## src/rtl/adc_dma_req_gen.sv

```systemverilog
module adc_dma_req_gen #(
  parameter int N_SRC    = 8,
  parameter int WORD_W   = 32,
  parameter int EN_LSB   = 0,
  parameter int STAT_LSB = 16,
  parameter int MODE_BIT = 31
) (
  input  logic              clk,
  input  logic              rst_n,
  input  logic [N_SRC-1:0]  done_i,
  input  logic [N_SRC-1:0]  src_req_i,
  input  logic [N_SRC-1:0]  dma_ack_i,
  input  logic              reg_we,
  input  logic [WORD_W-1:0] reg_wdata,
  output logic [WORD_W-1:0] reg_rdata,
  output logic [N_SRC-1:0]  dma_req_o
);

  logic [N_SRC-1:0] en_q, pend_q, ack_seen_q, rel_seen_q;
  logic             mode_q;
  logic [N_SRC-1:0] pend_d, ack_seen_d, rel_seen_d;
  logic [N_SRC-1:0] set_ev, sw_clr, ack_v, rel_v, hw_clr;

  assign set_ev = done_i & en_q;
  assign sw_clr = reg_we ? reg_wdata[STAT_LSB +: N_SRC] : '0;
  assign ack_v  = ack_seen_q | dma_ack_i;
  assign rel_v  = rel_seen_q | ~src_req_i;
  assign hw_clr = mode_q ? dma_ack_i : (ack_v & rel_v);

  always_comb begin
    for (int i = 0; i < N_SRC; i++) begin
      pend_d[i]     = pend_q[i];
      ack_seen_d[i] = ack_seen_q[i];
      rel_seen_d[i] = rel_seen_q[i];
      if (set_ev[i]) begin
        pend_d[i]     = 1'b1;
        ack_seen_d[i] = 1'b0;
        rel_seen_d[i] = 1'b0;
      end else if (pend_q[i] && (hw_clr[i] || sw_clr[i])) begin
        pend_d[i]     = 1'b0;
        ack_seen_d[i] = 1'b0;
        rel_seen_d[i] = 1'b0;
      end else if (pend_q[i]) begin
        ack_seen_d[i] = ack_v[i];
        rel_seen_d[i] = rel_v[i];
      end
    end
  end

  always_ff @(posedge clk or negedge rst_n) begin
    if (!rst_n) begin
      en_q       <= '0;
      mode_q     <= 1'b0;
      pend_q     <= '0;
      ack_seen_q <= '0;
      rel_seen_q <= '0;
    end else begin
      pend_q     <= pend_d;
      ack_seen_q <= ack_seen_d;
      rel_seen_q <= rel_seen_d;
      if (reg_we) begin
        en_q   <= reg_wdata[EN_LSB +: N_SRC];
        mode_q <= reg_wdata[MODE_BIT];
      end
    end
  end

  always_comb begin
    reg_rdata                      = '0;
    reg_rdata[EN_LSB +: N_SRC]     = en_q;
    reg_rdata[STAT_LSB +: N_SRC]   = pend_q;
    reg_rdata[MODE_BIT]            = mode_q;
  end

  assign dma_req_o = pend_q & en_q;

  for (genvar g = 0; g < N_SRC; g++) begin : g_chk
    p_set_on_done_r2: assert property (@(posedge clk) disable iff (!rst_n)
      (done_i[g] && en_q[g]) |=> pend_q[g]);
    p_no_spont_rise_r3: assert property (@(posedge clk) disable iff (!rst_n)
      (!pend_q[g] && !(done_i[g] && en_q[g])) |=> !pend_q[g]);
    p_zero_write_keeps_r4: assert property (@(posedge clk) disable iff (!rst_n)
      (pend_q[g] && reg_we && !reg_wdata[STAT_LSB+g] && !dma_ack_i[g] && !ack_seen_q[g])
      |=> pend_q[g]);
    p_latched_hold_r6: assert property (@(posedge clk) disable iff (!rst_n)
      (!mode_q && pend_q[g] && src_req_i[g] && !rel_seen_q[g]
       && !(reg_we && reg_wdata[STAT_LSB+g])) |=> pend_q[g]);
    p_pulse_ack_clears_r7: assert property (@(posedge clk) disable iff (!rst_n)
      (mode_q && pend_q[g] && dma_ack_i[g] && !(done_i[g] && en_q[g])) |=> !pend_q[g]);
    p_disable_drops_r9: assert property (@(posedge clk) disable iff (!rst_n)
      (reg_we && !reg_wdata[EN_LSB+g]) |=> !dma_req_o[g]);
  end

endmodule

```

## config.mk

```make
export PLATFORM = sky130hd
export DESIGN_NAME = adc_dma_req_gen
export DESIGN_NICKNAME = d
export VERILOG_FILES = /design/src/rtl/adc_dma_req_gen.sv
export SDC_FILE = /design/constraint.sdc
export NUM_CORES = 1
export LEC_CHECK = 0
export CAP_MARGIN = 5
export CELL_PAD_IN_SITES_DETAIL_PLACEMENT = 0
export CELL_PAD_IN_SITES_GLOBAL_PLACEMENT = 2
export CORE_MARGIN = 2
export CORE_UTILIZATION = 24
export CTS_CLUSTER_SIZE = 24
export DETAILED_ROUTE_END_ITERATION = 16
export GPL_TIMING_DRIVEN = 0
export HOLD_SLACK_MARGIN = 0.12
export PLACE_DENSITY = 0.81
export SYNTH_ARGS = -nofsm -noshare
export SYNTH_HDL_FRONTEND = slang
export SYNTH_SLANG_ARGS = --single-unit
```

## constraint.sdc

```tcl
create_clock -name clk -period 2.95 [get_ports clk]
set_input_delay 0.59 -clock clk [delete_from_list [all_inputs] [get_ports clk]]
set_output_delay 0.59 -clock clk [all_outputs]
set_load 0.01 [all_outputs]
```

==> key figures, run 1 <==
Outcome
  • Status: finished clean

Worst setup path
  • Crit path kind: flip-flop to output port
  • R2R Path Start: mode_q$_DFFE_PN0P_
  • CP arrival: ~1.6 ns
  • R2R depth: 4
  • CP Max Fanout: 9
  • Critical Path End Type: output port
  • CP startpoint kind: flip-flop
  • Reg2reg end: ack_seen_q[6]$_DFFE_PN0P_
  • FF-to-FF setup slack: between 1 and 1.5 ns
  • Worst EP required: 2.36 ns

Final layout
  • Layout area overhead: 52.04%
  • ANT cells: 0
  • Multi-input combinational cell area: a little under 900 µm²
  • Nets: between 300 and 400
  • Layout cells sized above 1: about a fifth
  • Sequential cell area: 825.8 µm²
  • Layout filler cell count: approximately 760

Placed design
  • Placer congestion estimate: 0.7085
  • Pre-CTS worst setup slack: roughly 1.1 ns
  • Port buffer count: 67
  • DP HPWL: between 3 and 4 mm

Clock network
  • Cts repair resizes: 0
  • Clk buf depth: 2
  • Num CTS Buffers: 5
  • CTS tree: done
  • Post-CTS setup buffers: 0
  • Root Driver: clkbuf_8
  • H-tree levels: 2
  • Worst-Skew Late Latency: roughly 0.28 ns
  • Clock-pin slew on the worst setup and hold paths: roughly 0.07 ns
  • Clock Sinks: 33
  • Hold buffers post-CTS: 0

Timing
  • Final setup fails: 0
  • Hold Violations, Final: 0
  • Period utilization: between 70 and 80%
  • FMAX: 466.2 MHz
  • Final Max Tran Viols: 0
  • Worst-Margin Slew: around 0.73 ns
  • Final Skew: just over 0.008 ns
  • Final TNS setup: 0 ns
  • Worst slew margin: just over 50%
  • Setup slack after layout: approximately 0.80 ns
  • Hold_ws: 0.3713 ns
  • Tmin final: approximately 2.1 ns
  • Unrepaired setup endpoints after global routing: no

Die
  • Core Rows: 31
  • Die area: 8266 µm²
  • Initial Utilization: about a quarter
  • Die Height: roughly 91 µm
  • # IOs: 99
  • Die W: around 91 µm
  • Core Area: roughly 7300 µm²

Synth
  • YS warnings: 0
  • Seq/Total Area, Yosys: between 40 and 50%
  • Synth Flop Type: dfrtp_1
  • Synth Register Bits: 33
  • Syn avg cell area: between 10 and 15 µm²
  • Post-synth EDFFs: 0
  • Post-synth ARST share: 100.0%
  • Mapped cell area: 1813 µm²
  • Synth cell types: 23
  • Post-synthesis cell count: 160

Global routing
  • Gr ovfl total: 0
  • Initial antenna violation count: 0
  • Largest net degree at the start of global routing: 34
  • First-pass GRT wire length: about 7 mm
  • GRT Overall Usage: 10.60%
  • Vias in the first global route: 1,484

Route
  • WL per Instance: between 10 and 15 µm
  • Via density: 4.526
  • Antenna viol nets, final: 0
  • DR DRC count: 0
  • Pre-antenna DRT Iters: 4
  • Via Count: 1,575
  • Final WL: about 4.3 mm
  • Initial drt markers: 87

Pwr
  • VDD IR max: 176.7 µV
  • Leak: roughly 1.2 nW
  • Pwr/cell area: 480.3 nW/µm²

Run
  • Max-cap violation count: 0

Min path
  • Worst Hold Class: input pin to asynchronous set/reset pin
[worst max-delay path, stage by stage (launching register included)]
cell	delay, ns
dfrtp_1	0.58
buf_4	0.18
clkdlybuf4s50_1	0.52
[layout make-up]
type | count | share of cell area, %
timing repair buffer | 67 | 24.15
buffer | 19 | 5.129
multi-input combinational | 114 | 31.50
clock inverter | 1 | 0.1816
tap | 99 | 4.494
sequential | 33 | 29.96
clock buffer | 7 | 3.495
inverter | 8 | 1.089
[layout by cell type, fill, tap and decap left out]
cell type,netlist,final
clkinv_2,0,1
a41oi_1,10,10
inv_1,8,8
a211oi_1,2,2
and2b_1,6,6
buf_4,16,16
dfrtp_1,33,33
clkdlybuf4s50_1,0,66
a21oi_1,16,16
nand2_1,3,3
mux2_2,9,9
nor2_1,15,15
nor2b_1,1,1
buf_2,2,3
o32ai_2,6,6
conb_1,1,15
buf_6,1,1
nor2b_2,1,1
a22oi_1,5,5
o32ai_4,2,2
a21boi_1,1,1
a32o_1,8,8
and2_1,8,8
a211oi_2,4,4
clkbuf_8,0,7
a21boi_2,2,2
[layer usage]
metal / routed length (µm) / track usage (%)
met1: 1976 / 13.82
met3: 375 / 3.756
met4: 49 / 3.409
met2: 1920 / 16.42
met5: 0 / 0
[metrics by stage]
| step | util (%) | area [µm²] | instances | power (mW) |
|---|---|---|---|---|
| global placement | 36.48 | 2660 | 340 | 0.9679 |
| detailed placement | 36.41 | 2655 | 340 | 0.9706 |
| floorplan | - | 1866 | 174 | 0.7808 |
| finish | 37.80 | 2756 | 348 | 1.324 |
| CTS | 37.80 | 2756 | 348 | 1.350 |
| global route | 37.80 | 2756 | 348 | 1.408 |
[where the power goes]
part           switching, mW  internal, mW
logic                  0.155         0.225
clock network          0.155         0.211
registers             0.0653         0.513
total                  0.375         0.949
[flip-flops by register name (all words and copies together) (netlist names)]
signal / cells
rel_seen_q: 8
mode_q: 1
ack_seen_q: 8
en_q: 8
pend_q: 8
[Yosys cell counts (3+ instances only)]
cell / instances / area share (%)
a211oi_2: 4 / 2.8
a21oi_1: 16 / 4.4
a22oi_1: 5 / 2.1
a32o_1: 8 / 4.4
a41oi_1: 10 / 4.8
and2_1: 8 / 2.8
and2b_1: 6 / 2.5
buf_4: 16 / 6.6
dfrtp_1: 33 / 46
inv_1: 8 / 1.7
mux2_2: 9 / 5.6
nand2_1: 3 / 0.62
nor2_1: 15 / 3.1
o32ai_2: 6 / 5.4
[how the worst max path moves through the flow]
stage	end	startpoint	slack [ns]
global placement	rel_seen_q[5]$_DFFE_PN0P_	rst_n	0.54
global route	reg_rdata[31]	mode_q$_DFFE_PN0P_	0.72
CTS	reg_rdata[31]	mode_q$_DFFE_PN0P_	0.74
finish	reg_rdata[31]	mode_q$_DFFE_PN0P_	0.80
detailed placement	reg_rdata[31]	mode_q$_DFFE_PN0P_	1.05
floorplan	en_q[0]$_DFFE_PN0P_	reg_we	1.55
[cell families (layout without fill, tap and decap cells)]
kind of cell           after synthesis  after routing  synth area share [%]
DFF                                 33             33                 45.55
muxes                                9              9                 5.590
buffers and inverters               27            102                 9.455
other                                1             15                0.2068
and+or+nand+nor                     34             34                 9.800
AOI/OAI and AO/OA                   56             56                 29.40
No activity file was read; power rests on OpenSTA's default activity.
==> inputs of run 2 (changes only) <==
- CORE_UTILIZATION: 24 -> 22
- PLACE_DENSITY: 0.81 -> 0.75
- clock period: 2.95 -> 2.2 ns (I/O delays scaled with it)
==> run 2 against run 1 <==
  * Global-route usage barely moved
  * Sequential share of layout area rose by 0.15 points
  * Largest cell class unchanged
  * Clock skew fell by 0.0015 ns
  * Clock-buffer cell count rose by 1
  * Combinational power rose by 34%
  * Sequential cell count did not move
  * Total power rose by 30%
  * Worst setup slack got worse by 0.61 ns
  * Via count fell by 0.70%
  * Critical path depth did not move
  * Cell area fell by 0.50%
  * Die area rose by 8.7%
==> key figures, run 2 (same netlist as run 1, synthesis figures left out) <==
Outcome
  • Status: finished clean

Die
  • Die Height: 94.78 µm (+4.3%)
  • # IOs: 99 (unchanged)
  • Die area: 8983 µm² (+8.7%)
  • Core Area: 8093 µm² (+11%)
  • Initial Utilization: 22.40% (-2.5 points)
  • Die W: 94.78 µm (+4.3%)
  • Core Rows: 33 (+6.5%)

Pwr
  • Sw frac: 29.38% (+1.0 points)
  • Seq pwr share: 45.1% (+1.4 points)
  • VDD IR max: 209.1 µV (+18%)
  • Switching power total: 0.5052 mW (+35%)
  • Clk pwr share: 25.2% (-2.4 points)
  • Leak: 1.161 nW (-1.3%)
  • Total power: 1.719 mW (+30%)
  • Gate power share: 29.7% (+1.0 points)
  • Internal Power: 1.214 mW (+28%)
  • Pwr/cell area: 626.9 nW/µm² (+31%)

Route
  • Antenna viol nets, final: 0 (unchanged)
  • Via density: 4.418 (-2.4%)
  • Via Count: 1,564 (-0.70%)
  • DR DRC count: 0 (unchanged)
  • Final WL: 4.492 mm (+3.9%)
  • WL per Instance: 12.69 µm (+2.2%)
  • Initial drt markers: 51 (-41%)
  • Pre-antenna DRT Iters: 4 (unchanged)

Global routing
  • Gr ovfl total: 0 (unchanged)
  • Vias in the first global route: 1,517 (+2.2%)
  • Initial antenna violation count: 0 (unchanged)
  • GRT Overall Usage: 10.59% (-0.011 points)
  • First-pass GRT wire length: 7.272 mm (+3.8%)
  • Largest net degree at the start of global routing: 34 (unchanged)

Clock network
  • Num CTS Buffers: 5 (unchanged)
  • Clk buf depth: 2 (unchanged)
  • Post-CTS setup buffers: 0 (unchanged)
  • Worst-Skew Late Latency: 0.28 ns (about the same)
  • Cts repair resizes: 0 (unchanged)
  • CTS tree: done
  • Hold buffers post-CTS: 0 (unchanged)
  • Root Driver: clkbuf_8
  • Clock-pin slew on the worst setup and hold paths: 0.07 ns (about the same)
  • Clock Sinks: 33 (unchanged)
  • H-tree levels: 2 (unchanged)

Timing
  • Final Max Tran Viols: 0 (unchanged)
  • Final setup fails: 0 (unchanged)
  • Worst slew margin: 48.10% (-3.3 points)
  • Final TNS setup: 0 ns (unchanged)
  • Hold_ws: 0.2358 ns (-0.1355 ns)
  • Unrepaired setup endpoints after global routing: no
  • Worst-Margin Slew: 0.7784 ns (+0.04899 ns)
  • Tmin final: around 2.0 ns
  • FMAX: approximately 500 MHz
  • Final Skew: 0.006634 ns (-0.001549 ns)
  • Hold Violations, Final: 0 (unchanged)
  • Period utilization: about nine tenths

Worst setup path
  • Crit path kind: flip-flop to output port
  • CP Max Fanout: 9 (unchanged)
  • Critical Path End Type: output port
  • CP arrival: 1.57 ns (about the same)
  • Worst EP required: 1.76 ns (-0.60 ns)
  • CP startpoint kind: flip-flop

Final layout
  • ANT cells: 0 (unchanged)
  • Layout cells sized above 1: 19.68% (-1.2 points)
  • Nets: 307 (unchanged)
  • Final core occ: 33.89% (-3.9 points)
  • Layout area overhead: 51.28%
  • Commonest non-fill, non-tap cell in the layout: clkdlybuf4s50_1
  • Commonest cells after routing, fill and taps aside: 66 x clkdlybuf4s50_1, 33 x dfrtp_1, 16 x a21oi_1, 16 x buf_4

Run
  • Max-cap violation count: 0 (unchanged)

Placed design
  • DP HPWL: 3.338 mm (+4.2%)
  • Port buffer count: 67 (unchanged)
  • Placer congestion estimate: 0.7699 (+8.7%)

Min path
  • Worst Hold Class: input pin to asynchronous set/reset pin
==> run 2: changes by cell type in the layout (fill, tap and decap cells not counted) <==
cell / previous run / this run
clkinv_2: 1 / 0
clkbuf_8: 7 / 5
clkbuf_1: 0 / 3
==> run 2: through the flow <==
stage / std cells / area [µm²] / worst slack, ns
after floorplan: 174 / 1866 / 0.9468
after global placement: 346 / 2668 / -0.1076
final: 354 / 2743 / 0.1936
after detailed placement: 346 / 2663 / 0.4388
after global routing: 354 / 2743 / 0.1095
after CTS: 354 / 2743 / 0.1179
==> run 2: critical path, stage by stage, from the launching register on <==
cell and delay, ns:
dfrtp_1 0.58, buf_4 0.18, clkdlybuf4s50_1 0.52
==> run 2: cell type report <==
cell class / count / area (µm²)
Buffer: 19 / 141.4
Clock buffer: 8 / 80.08
Fill cell: 864 / 5350
Inverter: 8 / 30.03
Multi-Input combinational cell: 114 / 868.3
Sequential cell: 33 / 825.8
Tap cell: 105 / 131.4
Timing Repair Buffer: 67 / 665.6
==> run 2: power by group through the flow <==
stage,logic [mW],clock network [mW],registers [mW]
3_5_place_dp,0.515,0,0.789
5_1_grt,0.565,0.488,0.791
3_3_place_gp,0.515,0,0.786
4_1_cts,0.518,0.462,0.777
2_1_floorplan,0.264,0,0.783
6_report,0.511,0.433,0.775
==> run 2: routing by layer <==
layer | vias to the layer above | part of all wire, % | GRT usage (%)
met5 | - | 0 | 0
met4 | 0 | 1.3 | 3.623
met3 | 5 | 6.5 | 3.033
met2 | 52 | 49 | 17.73
met1 | 759 | 43 | 13.02
li1 | 748 | - | -
==> run 2: final timing paths <==
| path | end | cells past startpoint | from | slack, ns |
|---|---|---|---|---|
| max | reg_rdata[31] | 2 | mode_q$_DFFE_PN0P_ | 0.19 |
| min | pend_q[2]$_DFFE_PN0P_ | 1 | rst_n | 0.24 |
| max reg2reg | ack_seen_q[6]$_DFFE_PN0P_ | 4 | mode_q$_DFFE_PN0P_ | 0.73 |
| min reg2reg | ack_seen_q[2]$_DFFE_PN0P_ | 2 | ack_seen_q[2]$_DFFE_PN0P_ | 0.50 |
| max in group asynchronous | ack_seen_q[1]$_DFFE_PN0P_ | 1 | rst_n | 1.47 |
| min in group clk | ack_seen_q[2]$_DFFE_PN0P_ | 2 | ack_seen_q[2]$_DFFE_PN0P_ | 0.50 |
==> inputs of run 3 (changes only) <==
- CORE_ASPECT_RATIO: default -> 0.6
==> run 3 against run 2 <==
  * Total power rose by 22%
  * Hold slack improved by 0.020 ns
  * Non-clock buffer count is the same
  * Cell area up 3.5%
  * Combinational power about the same
  * Clock-buffer cell count down 1
  * Highest routed layer unchanged
==> key figures, run 3 (same netlist as run 1, synthesis figures left out) <==
Outcome
  • Status: finished clean

Final layout
  • Layout filler cell count: 794 (-8.1%)
  • Design area: 2839 µm² (+3.5%)
  • Commonest non-fill, non-tap cell in the layout: clkdlybuf4s50_1
  • ANT cells: 0 (unchanged)
  • Layout area overhead: 56.59%
  • Layout cells sized above 1: 20.48% (+0.80 points)
  • Nets: 307 (unchanged)
  • Commonest cells after routing, fill and taps aside: 66 x clkdlybuf4s50_1, 33 x dfrtp_1, 16 x a21oi_1, 16 x buf_4

Global routing
  • First-pass GRT wire length: 7.928 mm (+9.0%)
  • Vias in the first global route: 1,493 (-1.6%)
  • Initial antenna violation count: 0 (unchanged)
  • Gr ovfl total: 0 (unchanged)
  • GRT Overall Usage: 11.50% (+0.91 points)
  • Largest net degree at the start of global routing: 34 (unchanged)

Timing
  • Period utilization: 91.63% (+0.43 points)
  • Setup slack after layout: 0.1841 ns (-0.009451 ns)
  • Unrepaired setup endpoints after global routing: no
  • Final Skew: 0.003462 ns (-0.003172 ns)
  • Final Max Tran Viols: 0 (unchanged)
  • Tmin final: 2.016 ns (+0.009451 ns)
  • Final TNS setup: 0 ns (unchanged)
  • Worst slew margin: 47.08% (-1.0 points)
  • Hold Violations, Final: 0 (unchanged)
  • Worst-Margin Slew: 0.7938 ns (+0.01536 ns)
  • Final setup fails: 0 (unchanged)
  • FMAX: 496.1 MHz (-0.47%)

Run
  • Max-cap violation count: 0 (unchanged)

Route
  • WL per Instance: 13.67 µm (+7.7%)
  • Via density: 4.350 (-1.5%)
  • Via Count: 1,553 (-0.70%)
  • Pre-antenna DRT Iters: 4 (unchanged)
  • Antenna viol nets, final: 0 (unchanged)
  • Final WL: 4.880 mm (+8.6%)
  • Initial drt markers: 120 (+140%)
  • DR DRC count: 0 (unchanged)

Clock network
  • Post-CTS setup buffers: 0 (unchanged)
  • Num CTS Buffers: 5 (unchanged)
  • Root Driver: clkbuf_16
  • Clk buf depth: 2 (unchanged)
  • Clock Sinks: 33 (unchanged)
  • CTS tree: done
  • H-tree levels: 2 (unchanged)
  • Hold buffers post-CTS: 0 (unchanged)
  • Clock-pin slew on the worst setup and hold paths: 0.05 ns (-0.02 ns)
  • Cts repair resizes: 0 (unchanged)
  • Worst-Skew Late Latency: 0.27 ns (about the same)

Worst setup path
  • Critical Path End Type: output port
  • CP startpoint kind: flip-flop
  • CP Max Fanout: 9 (unchanged)
  • Worst EP required: 1.76 ns (about the same)
  • FF-to-FF setup slack: 0.72 ns (about the same)
  • Crit path kind: flip-flop to output port
  • CP arrival: 1.58 ns (about the same)

Placed design
  • Port buffer count: 67 (unchanged)
  • Placed Area: 2666 µm² (+0.14%)
  • Placer congestion estimate: 0.6693 (-13%)
  • Pre-CTS worst setup slack: 0.4701 ns (+0.03124 ns)
  • DP HPWL: 3.669 mm (+9.9%)

Pwr
  • VDD IR max: 388.2 µV (+86%)
  • Total power: 2.099 mW (+22%)
  • Leak: 1.205 nW (+3.8%)
  • Pwr/cell area: 739.5 nW/µm² (+18%)

Die
  • Initial Utilization: 22.82% (+0.42 points)
  • Die W: 121.2 µm (+28%)
  • Core Area: 7945 µm² (-1.8%)
  • Core Rows: 25 (-24%)
  • # IOs: 99 (unchanged)
  • Die area: 9007 µm² (+0.26%)
  • Die Height: 74.32 µm (-22%)

Min path
  • Worst Hold Class: input pin to asynchronous set/reset pin
-- run 3: area by class of cell --
class	instances	area, µm²	area share, %
Sequential cell	33	825.8	29.09
Tap cell	108	135.1	4.760
Clock buffer	7	142.6	5.024
Buffer	19	141.4	4.980
Timing Repair Buffer	67	665.6	23.45
Clock inverter	1	30.03	1.058
Multi-Input combinational cell	114	868.3	30.59
Inverter	8	30.03	1.058
-- run 3: per-layer routing --
| layer | GRT usage (%) | vias to the layer above | part of all wire (%) |
|---|---|---|---|
| li1 | - | 752 | - |
| met5 | 0 | - | 0 |
| met2 | 14.92 | 65 | 38 |
| met4 | 2.299 | 0 | 0.16 |
| met1 | 17.76 | 734 | 52 |
| met3 | 4.294 | 2 | 9.0 |
-- run 3: stage by stage --
step	cells	util, %	hold slack [ns]
2_1_floorplan	174	-	0.1444
3_3_place_gp	349	33.62	0.4769
3_5_place_dp	349	33.56	0.4946
4_1_cts	357	35.73	0.2882
5_1_grt	357	35.73	0.3109
6_report	357	35.73	0.2558
-- run 3: final timing paths --
kind                            cells past startpoint                        end                      start
worst max register to register                      4  rel_seen_q[5]$_DFFE_PN0P_         mode_q$_DFFE_PN0P_
worst min register to register                      2  ack_seen_q[4]$_DFFE_PN0P_  ack_seen_q[4]$_DFFE_PN0P_
worst min-delay path                                1        en_q[1]$_DFFE_PN0P_                      rst_n
min in group clk                                    2  ack_seen_q[4]$_DFFE_PN0P_  ack_seen_q[4]$_DFFE_PN0P_
max in group asynchronous                           1  rel_seen_q[4]$_DFFE_PN0P_                      rst_n
worst max-delay path                                2              reg_rdata[31]         mode_q$_DFFE_PN0P_
-- run 3: worst max-delay path, stage by stage (launching register included) --
cell	delay, ns
dfrtp_1	0.59
buf_4	0.18
clkdlybuf4s50_1	0.54
-- run 3: power breakdown --
| group | internal [mW] | switching, mW | leakage, nW |
|---|---|---|---|
| Combinational | 0.301 | 0.213 | 0.702 |
| Sequential | 0.689 | 0.0918 | 0.419 |
| Clock | 0.565 | 0.239 | 0.0841 |
| Total | 1.56 | 0.544 | 1.21 |
